File: config.mk
export PLATFORM = sky130hd
export DESIGN_NAME = hdlc_tx
export DESIGN_NICKNAME = d
export VERILOG_FILES = /design/src/rtl/hdlc_tx_pkg.sv /design/src/rtl/hdlc_tx_hold.sv /design/src/rtl/hdlc_tx_crc.sv /design/src/rtl/hdlc_tx_seq.sv /design/src/rtl/hdlc_tx.sv
export SDC_FILE = /design/constraint.sdc
export NUM_CORES = 1
export LEC_CHECK = 0
export ABC_AREA = 1
export BUFFER_PORTS_ARGS = -buffer_cell sky130_fd_sc_hd__buf_2
export CORE_UTILIZATION = 48
export CTS_CLUSTER_DIAMETER = 120
export CTS_CLUSTER_SIZE = 40
export DETAILED_ROUTE_END_ITERATION = 8
export PLACE_DENSITY = 0.66
export SLEW_MARGIN = 10
export SYNTH_ARGS = -nofsm -noshare
export SYNTH_HDL_FRONTEND = slang
export SYNTH_HIERARCHICAL = 1
export SYNTH_SLANG_ARGS = --single-unit
File: constraint.sdc
create_clock -name clk -period 4.3 [get_ports clk]
set_clock_uncertainty 0.2 [all_clocks]
set_input_delay 0.43 -clock clk [delete_from_list [all_inputs] [get_ports clk]]
set_output_delay 0.43 -clock clk [all_outputs]
set_load 0.01 [all_outputs]
File: src/rtl/hdlc_tx_pkg.sv
// Package: shared types for the frame transmitter.
// Assumes: nothing beyond the standard language.
package hdlc_tx_pkg;
    // Kind of octet currently being serialised.
    typedef enum logic [1:0] {
        SEG_FLAG = 2'd0,
        SEG_DATA = 2'd1,
        SEG_FCS  = 2'd2
    } seg_e;
endpackage

File: src/rtl/hdlc_tx_hold.sv
// Module: single-entry transmit holding register with host stall.
// Does: captures a host byte when empty, drops it when the serialiser
// loads it, and drives wait_n low while a write meets a full register.
// Assumes: pop is only raised while full is high.
module hdlc_tx_hold #(
    parameter int DW = 8
) (
    input  logic          clk,
    input  logic          rst_n,
    input  logic          wr_en,
    input  logic [DW-1:0] wr_data,
    input  logic          pop,
    output logic          full,
    output logic [DW-1:0] dout,
    output logic          wait_n
);
    logic          full_q;
    logic [DW-1:0] data_q;
    logic          accept;

    // Take a write only into an empty register.
    always_comb accept = wr_en && !full_q;

    // Holding register fill and drain.
    always_ff @(posedge clk) begin
        if (!rst_n) begin
            full_q <= 1'b0;
            data_q <= '0;
        end else if (accept) begin
            full_q <= 1'b1;
            data_q <= wr_data;
        end else if (pop) begin
            full_q <= 1'b0;
        end
    end

    assign full   = full_q;
    assign dout   = data_q;
    assign wait_n = !(wr_en && full_q);
endmodule

File: src/rtl/hdlc_tx_crc.sv
// Module: serial CRC register for the frame check sequence.
// Does: presets on clear, folds in one data bit per upd, and shifts the
// register out (refilling with ones) per shift_out while the check
// sequence is sent; fcs_bit is the complemented top bit.
// Assumes: upd and shift_out are never high together.
module hdlc_tx_crc #(
    parameter int            CW   = 16,
    parameter logic [CW-1:0] POLY = 16'h1021,
    parameter logic [CW-1:0] INIT = '1
) (
    input  logic clk,
    input  logic rst_n,
    input  logic clear,
    input  logic upd,
    input  logic din,
    input  logic shift_out,
    output logic fcs_bit
);
    logic [CW-1:0] crc_q;
    logic          fb;

    // Feedback of the non-reflected serial divider.
    always_comb fb = crc_q[CW-1] ^ din;

    // CRC register: preset, accumulate, or shift out.
    always_ff @(posedge clk) begin
        if (!rst_n) begin
            crc_q <= INIT;
        end else if (clear) begin
            crc_q <= INIT;
        end else if (upd) begin
            crc_q <= {crc_q[CW-2:0], 1'b0} ^ (fb ? POLY : '0);
        end else if (shift_out) begin
            crc_q <= {crc_q[CW-2:0], 1'b1};
        end
    end

    assign fcs_bit = ~crc_q[CW-1];
endmodule

File: src/rtl/hdlc_tx_seq.sv
// Module: octet sequencer and zero-bit inserter.
// Does: chooses flag, data or check-sequence octets, serialises them
// MSB first on bit_en, inserts a 0 after RUN_MAX ones outside flags,
// and keeps the end-of-message latch.
// Assumes: CW >= DW; the CRC unit supplies its next check bit on fcs_bit.
module hdlc_tx_seq
    import hdlc_tx_pkg::*;
#(
    parameter int            DW      = 8,
    parameter int            CW      = 16,
    parameter int            RUN_MAX = 5,
    parameter logic [DW-1:0] FLAG    = 8'h7E
) (
    input  logic          clk,
    input  logic          rst_n,
    input  logic          bit_en,
    input  logic          hold_full,
    input  logic [DW-1:0] hold_data,
    output logic          hold_pop,
    input  logic          crc_en,
    input  logic          fcs_bit,
    output logic          crc_upd,
    output logic          crc_din,
    output logic          crc_shift,
    input  logic          eom_clear,
    output logic          eom,
    output logic          tx_bit
);
    localparam int CNT_W = $clog2(CW);
    localparam int RUN_W = $clog2(RUN_MAX + 1);

    seg_e             seg_q;
    logic [DW-1:0]    sh_q;
    logic [CNT_W-1:0] cnt_q;
    logic [RUN_W-1:0] run_q;
    logic             eom_q;
    logic             tx_q;

    logic stuff_now, step, cur_bit, last, end_oct, go_fcs;

    // Per-slot decisions: insertion, octet end and what comes next.
    always_comb begin
        stuff_now = bit_en && (run_q == RUN_W'(RUN_MAX));
        step      = bit_en && !stuff_now;
        cur_bit   = (seg_q == SEG_FCS) ? fcs_bit : sh_q[DW-1];
        last      = (seg_q == SEG_FCS) ? (cnt_q == CNT_W'(CW - 1))
                                       : (cnt_q == CNT_W'(DW - 1));
        end_oct   = step && last;
        hold_pop  = end_oct && (seg_q != SEG_FCS) && hold_full;
        go_fcs    = end_oct && (seg_q == SEG_DATA) && !hold_full
                    && !eom_q && crc_en;
        crc_upd   = step && (seg_q == SEG_DATA) && crc_en;
        crc_din   = cur_bit;
        crc_shift = step && (seg_q == SEG_FCS);
    end

    // Serialiser: line bit, run count, bit counter and octet selection.
    always_ff @(posedge clk) begin
        if (!rst_n) begin
            seg_q <= SEG_FLAG;
            sh_q  <= FLAG;
            cnt_q <= '0;
            run_q <= '0;
            tx_q  <= 1'b1;
        end else if (stuff_now) begin
            tx_q  <= 1'b0;
            run_q <= '0;
        end else if (step) begin
            tx_q  <= cur_bit;
            run_q <= (seg_q != SEG_FLAG && cur_bit) ? run_q + RUN_W'(1) : '0;
            if (last) begin
                cnt_q <= '0;
                if (hold_pop) begin
                    seg_q <= SEG_DATA;
                    sh_q  <= hold_data;
                end else if (go_fcs) begin
                    seg_q <= SEG_FCS;
                end else begin
                    seg_q <= SEG_FLAG;
                    sh_q  <= FLAG;
                end
            end else begin
                cnt_q <= cnt_q + CNT_W'(1);
                sh_q  <= {sh_q[DW-2:0], 1'b0};
            end
        end
    end

    // End-of-message latch: set by check-sequence start, cleared by host.
    always_ff @(posedge clk) begin
        if (!rst_n) begin
            eom_q <= 1'b1;
        end else if (go_fcs) begin
            eom_q <= 1'b1;
        end else if (eom_clear) begin
            eom_q <= 1'b0;
        end
    end

    assign eom    = eom_q;
    assign tx_bit = tx_q;
endmodule

File: src/rtl/hdlc_tx.sv
// Module: bit-oriented frame transmitter top.
// Does: joins the holding register, the CRC unit and the sequencer.
// Assumes: the host presets the CRC before a frame and clears the
// end-of-message latch once the frame is under way.
module hdlc_tx #(
    parameter int DW      = 8,
    parameter int CW      = 16,
    parameter int RUN_MAX = 5
) (
    input  logic          clk,
    input  logic          rst_n,
    input  logic          bit_en,
    input  logic          wr_en,
    input  logic [DW-1:0] wr_data,
    output logic          wait_n,
    input  logic          crc_reset,
    input  logic          crc_en,
    input  logic          eom_clear,
    output logic          tx_bit,
    output logic          eom
);
    localparam logic [DW-1:0] FLAG_OCT = DW'(8'h7E);
    localparam logic [CW-1:0] CRC_POLY = CW'(16'h1021);

    logic          hold_full;
    logic          hold_pop;
    logic [DW-1:0] hold_data;
    logic          crc_upd, crc_din, crc_shift, fcs_bit;

    hdlc_tx_hold #(.DW(DW)) u_hold (
        .clk    (clk),
        .rst_n  (rst_n),
        .wr_en  (wr_en),
        .wr_data(wr_data),
        .pop    (hold_pop),
        .full   (hold_full),
        .dout   (hold_data),
        .wait_n (wait_n)
    );

    hdlc_tx_crc #(.CW(CW), .POLY(CRC_POLY), .INIT('1)) u_crc (
        .clk      (clk),
        .rst_n    (rst_n),
        .clear    (crc_reset),
        .upd      (crc_upd),
        .din      (crc_din),
        .shift_out(crc_shift),
        .fcs_bit  (fcs_bit)
    );

    hdlc_tx_seq #(.DW(DW), .CW(CW), .RUN_MAX(RUN_MAX), .FLAG(FLAG_OCT)) u_seq (
        .clk      (clk),
        .rst_n    (rst_n),
        .bit_en   (bit_en),
        .hold_full(hold_full),
        .hold_data(hold_data),
        .hold_pop (hold_pop),
        .crc_en   (crc_en),
        .fcs_bit  (fcs_bit),
        .crc_upd  (crc_upd),
        .crc_din  (crc_din),
        .crc_shift(crc_shift),
        .eom_clear(eom_clear),
        .eom      (eom),
        .tx_bit   (tx_bit)
    );
endmodule

# ---- Yosys cells after proc, flatten, opt, wreduce, memory -nomap -nowiden
# Index checks and enable logic that the tools add are counted.
dict set report op_classes {
  addsub 2
  n_eq_ne 7
  n_mux 16
  n_bitwise 5
  n_reduce_logical 29
}
# cell n
set op_table {}
lappend op_table {{2-to-1 mux 16 bit} 2}
lappend op_table {{2-to-1 mux 8 bit} 3}
lappend op_table {{bitwise XOR 16 bit} 1}
lappend op_table {{logical AND 1 bit} 15}
lappend op_table {{2-to-1 mux 13 bit} 1}
lappend op_table {{nonzero test 2 bit} 4}
lappend op_table {{2-to-1 mux 1 bit} 6}
lappend op_table {{AND reduction 3 bit} 2}
lappend op_table {{OR reduction 2 bit} 3}
lappend op_table {{adder 4 x 1 -> 4 bit, second input constant} 1}
lappend op_table {{equality test 4 x 3 -> 1 bit, second input constant} 1}
lappend op_table {{equality test 4 bit, second input constant} 1}
lappend op_table {{zero test 1 bit} 4}
lappend op_table {{2-to-1 mux 2 bit} 2}
lappend op_table {{2-to-1 mux 4 bit} 1}
lappend op_table {{adder 3 x 1 -> 3 bit, second input constant} 1}
lappend op_table {{equality test 3 bit, second input constant} 1}
lappend op_table {{2-to-1 mux 3 bit} 1}
lappend op_table {{!= test 3 bit, second input constant} 1}
lappend op_table {{NOT 1 bit} 3}
lappend op_table {{equality test 2 x 1 -> 1 bit, second input constant} 1}
lappend op_table {{equality test 2 bit, second input constant} 1}
lappend op_table {{!= test 2 bit, second input constant} 1}
lappend op_table {{AND reduction 2 bit} 1}
lappend op_table {{bitwise XOR 1 bit} 1}
dict set report totals {
  reg_bits 44
  in_bits 15
  out_inout_bits 3
  elab_cells 68
}

# ---- Logic depth before layout (Yosys ltp)
dict set report depth {
  ltp_word 12
  mapped_depth 12
  depth_no_buf 11
}

# ---- By module
# The synthesis kept the hierarchy.
# mod instances cells_per_inst area_per_inst_um2 seq_area_each_um2
set by_module_without_submodules {}
lappend by_module_without_submodules {hdlc_tx_seq 1 146 1066.0 380.4}
lappend by_module_without_submodules {hdlc_tx_crc 1 81 694.4 320.3}
lappend by_module_without_submodules {hdlc_tx_hold 1 59 386.6 180.2}

# ---- Worst setup path after synthesis
# Ideal clock, no wire load.
dict set report synth_timing {
  path_kind {register -> register}
  start {register u_seq.run_q[1]}
  end {register u_crc.crc_q[14]}
  setup_ps 123
  arrival_time_ps 1558
  t_required_ps 3977
  slack_ps 2420
  path_stages_with_launch 11
  n_path_buf 2
  period_less_slack_ps 1880
  cell_sequence {dfxtp_1 > inv_1 > ha_1 > nand2_1 > nand2_2 > buf_2 > nor2_1 > nor2_4 > buf_4 > nand2_1 > nand3_2}
}
dict set report synth_via {
  elab_chain_cells 7
  elab_cells_between_ends 9
  classes_between {eq/ne: 1; mux: 1; reduce/logical: 7}
}
# element line
set synth_rtl {}
lappend synth_rtl {{start, declared} hdlc_tx_seq.sv:35} ;# logic [RUN_W-1:0] run_q;
lappend synth_rtl {{start signal, assigned} hdlc_tx_seq.sv:70} ;# run_q <= (seg_q != SEG_FLAG && cur_bit) ? run_q + RUN_W'(1) : '0;
lappend synth_rtl {{equality test 3 bit (*)} hdlc_tx_seq.sv:43} ;# stuff_now = bit_en && (run_q == RUN_W'(RUN_MAX));
lappend synth_rtl {{logical AND 1 bit (*)} hdlc_tx_seq.sv:43}
lappend synth_rtl {{zero test 1 bit (*)} hdlc_tx_seq.sv:44} ;# step = bit_en && !stuff_now;
lappend synth_rtl {{logical AND 1 bit (*)} hdlc_tx_seq.sv:44}
lappend synth_rtl {{logical AND 1 bit (*) (2 in a row)} hdlc_tx_seq.sv:52} ;# crc_upd = step && (seg_q == SEG_DATA) && crc_en;
lappend synth_rtl {{net crc_upd} hdlc_tx.sv:28} ;# logic crc_upd, crc_din, crc_shift, fcs_bit;
lappend synth_rtl {{2-to-1 mux 16 bit / nonzero test 2 bit (equally long branches)} --}
lappend synth_rtl {{end signal, assigned} hdlc_tx_crc.sv:32} ;# crc_q <= {crc_q[CW-2:0], 1'b0} ^ (fb ? POLY : '0);
lappend synth_rtl {{end signal, assigned} hdlc_tx_crc.sv:34} ;# crc_q <= {crc_q[CW-2:0], 1'b1};
lappend synth_rtl {{end, declared} hdlc_tx_crc.sv:19} ;# logic [CW-1:0] crc_q;
# Mark *: on every way through the listed nets, which the timed path passes. The rest lies on a longest branch.
# A chain may end at the register's enable or synchronous reset.

# ---- Final worst setup path
dict set report layout_timing {
  start {register u_seq.run_q[0]}
  end {register u_crc.crc_q[12]}
}
# The elaborated chain is that of the path after synthesis.

==> impl_metrics.tcl <==
set metrics [dict create \
    outcome "completed" \
    drc 0 \
    synth_top_area_share 0.410 \
    ys_ff_latch 44 \
    core_um2 4140 \
    hold_viol 0 \
    async_flop_share 0 \
    cp_top_family "simple AND/OR/NAND/NOR gates" \
    netlist_instances 286 \
    max_stage_delay_ns 0.38 \
    vias 1746 \
    crit_arrival_ns 2.13 \
    crit_required_ns 4.29 \
    cts.sinks 44 \
    synth_flop_cell "dfxtp_1" \
    dpl.hpwl_um 2800 \
    die_width_um 68.9 \
    seq_area_frac_synth 0.410 \
    grt_pass1_wl_um 6280 \
    critPathBufInv 1 \
    dr.pass1.iters 4 \
    synth_common_cells "60 x nand2_1, 44 x dfxtp_1, 40 x inv_1" \
    antenna_found_initial 0 \
    cp_slowest_cell "dfxtp_1" \
    cts_buffers 5 \
    clockRootBuffer "clkbuf_8" \
    synth_fp_nets 304 \
    p_seq_frac 0.515 \
    nFillCells 407 \
    holdPathStages 2 \
    hold_path.startpoint "eom_clear" \
    synthTopCellsByArea "dfxtp_1 41%, nand2_1 10%, inv_1 7.0%, nand3_2 5.1%, nor2_1 4.9%" \
    cp-end-kind "register" \
    overflow 0 \
    post_drt_wl_per_cell_um 10.7 \
    reg2regPathDepth 10 \
    holdBufCountCts 0 \
    final_max_slew_viol_count 0 \
    ys_warn_count 6 \
    clock_path_buffers 2 \
    synth-edff-count 0 \
    wl_um 3820 \
    yosysTopAreaCell "dfxtp_1" \
    path_class "register to register" \
    path_cells "ha_1 -> nand2_1 -> nand2_2 -> nor2_1 -> nor2_4 -> inv_4 -> nand2_1 -> nand2_1 -> nand2_1 -> nand2_1" \
    holdWs_ns 0.136 \
    die_height_um 68.9 \
    r2r-end "u_crc/crc_q[12]" \
    placed_cells 347 \
    cts_tree "done" \
    p_per_area_nw_per_um2 351 \
    pwr-share-clk 0.402 \
    synth.most_common_cell "nand2_1" \
    netlist_area_um2 2150 \
    fmax_mhz 468 \
    switching_share 0.220 \
    area_growth_pct 11.0 \
    cp_common_cell "nand2_1" \
    rsz0062_at_grt "false" \
    wl_met2_um 1750 \
    p_switching_mw 0.184 \
    cap_viol_max_count 0 \
    tightest_slew_ns 0.740 \
    startpoint "u_seq/run_q[0]" \
    route.met3.wl_um 91 \
    combPwrFrac 0.082 \
    gp_congestion 0.747 \
    fp-row-count 23 \
    grtUsageTotal 0.182 \
    io_pins 18 \
    setup_viol 0 \
    io_buffers 17 \
    cts.clk_slew.worst_paths_ns 0.08 \
    synth.avg_cell_area_um2 7.51 \
    drive_above_1_share 0.223 \
    hold_class "primary input to register" \
    cts_setup_buffers 0 \
    avgViaCountPerCell 4.92 \
    finalSetupTns_ns 0 \
    worstSkewPairLatency_ns 0.29 \
    grt_max_degree 18 \
    p_leak_nw 1.09 \
    initial_core_util 0.518 \
    die_area_um2 4740 \
    grt_pass1_vias 1483 \
    slew_headroom 0.506 \
    fin_crit_sh 0.497 \
    period_minus_slack_ns 2.14 \
    crit_fanout 16 \
    htreeDepth 2 \
    ant_nets 0 \
    cp-start-kind "register" \
    wl_met1_um 1930 \
    min_to "u_seq/eom" \
    cts.repair.resized 0 \
    intPower_mw 0.652 \
    antenna_cells 0 \
    rr_startpoint "u_seq/run_q[0]" \
    drtIter0Drc 63 \
    nets 322 \
    yosysUniqueCellTypes 32 \
    r2r_slack_ns 2.16 \
    topRoutingLayerUsed "met4" \
    fin_cells 355 \
    ir_drop_mv 0.214 \
]
-- routing by layer --
layer	vias up	track usage
li1	945	-
met1	779	0.231
met2	18	0.295
met3	4	0.0395
met4	0	0.0765
met5	-	0
-- worst max path at each step --
| stage | to | slack (ns) | cells after the start |
|---|---|---|---|
| floorplan | u_crc/crc_q[14] | 2.42 | 10 |
| global placement | u_crc/crc_q[15] | 2.21 | 6 |
| detailed placement | u_crc/crc_q[5] | 2.18 | 6 |
| CTS | u_crc/crc_q[5] | 2.18 | 11 |
| global route | u_crc/crc_q[12] | 2.01 | 11 |
| finish | u_crc/crc_q[12] | 2.16 | 10 |
-- cells in the final DEF (no fill, tap or decap), drive strengths merged --
cell	synthesis	final
o21a	1	1
nand3	32	32
nor2	33	33
o211ai	2	2
inv	44	44
bufinv	0	1
nand2	78	78
or2	1	1
clkinv	1	1
a21oi	18	18
ha	3	3
dfxtp	44	44
xor2	1	1
clkbuf	0	7
nor3	1	1
a21boi	1	1
nand4	10	10
o22ai	2	2
o21ai	8	8
buf	6	17
-- final cells by class --
| class | instances | area, um2 | area share |
|---|---|---|---|
| flip-flops and latches | 44 | 881 | 0.370 |
| clock buffers | 7 | 96.3 | 0.0404 |
| well taps | 50 | 62.6 | 0.0263 |
| multi-input cells | 191 | 1050 | 0.442 |
| clock inverters | 1 | 30.0 | 0.0126 |
| repair buffers | 17 | 85.1 | 0.0357 |
| inverters | 45 | 174 | 0.0730 |
-- logic make-up after synthesis --
| group | Yosys count | share of synthesized area |
|---|---|---|
| fa+ha+maj | 3 | 0.0175 |
| simple gates | 155 | 0.383 |
| flops | 44 | 0.410 |
| xor+xnor | 1 | 0.00408 |
| buf+inv | 51 | 0.0991 |
| compound gates | 32 | 0.0857 |
-- sequential cells by signal (all words and copies together) (netlist names) --
name and flops:
u_hold/dout 8, u_seq/sh_q 8, u_seq/eom 1, u_hold/full 1
u_seq/cnt_q 4, u_seq/seg_q 2, u_seq/tx_bit 1, u_crc/crc_q 16
u_seq/run_q 3
-- power groups by stage --
stage	clock network, mW	registers (mW)	logic [mW]
after global routing	0.366	0.433	0.0792
after floorplan	0	0.439	0.0499
after global placement	0	0.440	0.0679
after detailed placement	0	0.440	0.0687
final	0.336	0.431	0.0688
after CTS	0.347	0.431	0.0693
-- through the flow --
| step | instance area [um2] | util | worst slack [ns] | total power [mW] |
|---|---|---|---|---|
| after floorplan | 2150 | - | 2.42 | 0.489 |
| after CTS | 2380 | 0.575 | 2.18 | 0.847 |
| after global placement | 2260 | 0.544 | 2.21 | 0.508 |
| final | 2380 | 0.575 | 2.16 | 0.836 |
| after global routing | 2380 | 0.575 | 2.01 | 0.878 |
| after detailed placement | 2260 | 0.544 | 2.18 | 0.509 |
(Power assumes the default switching activity.)
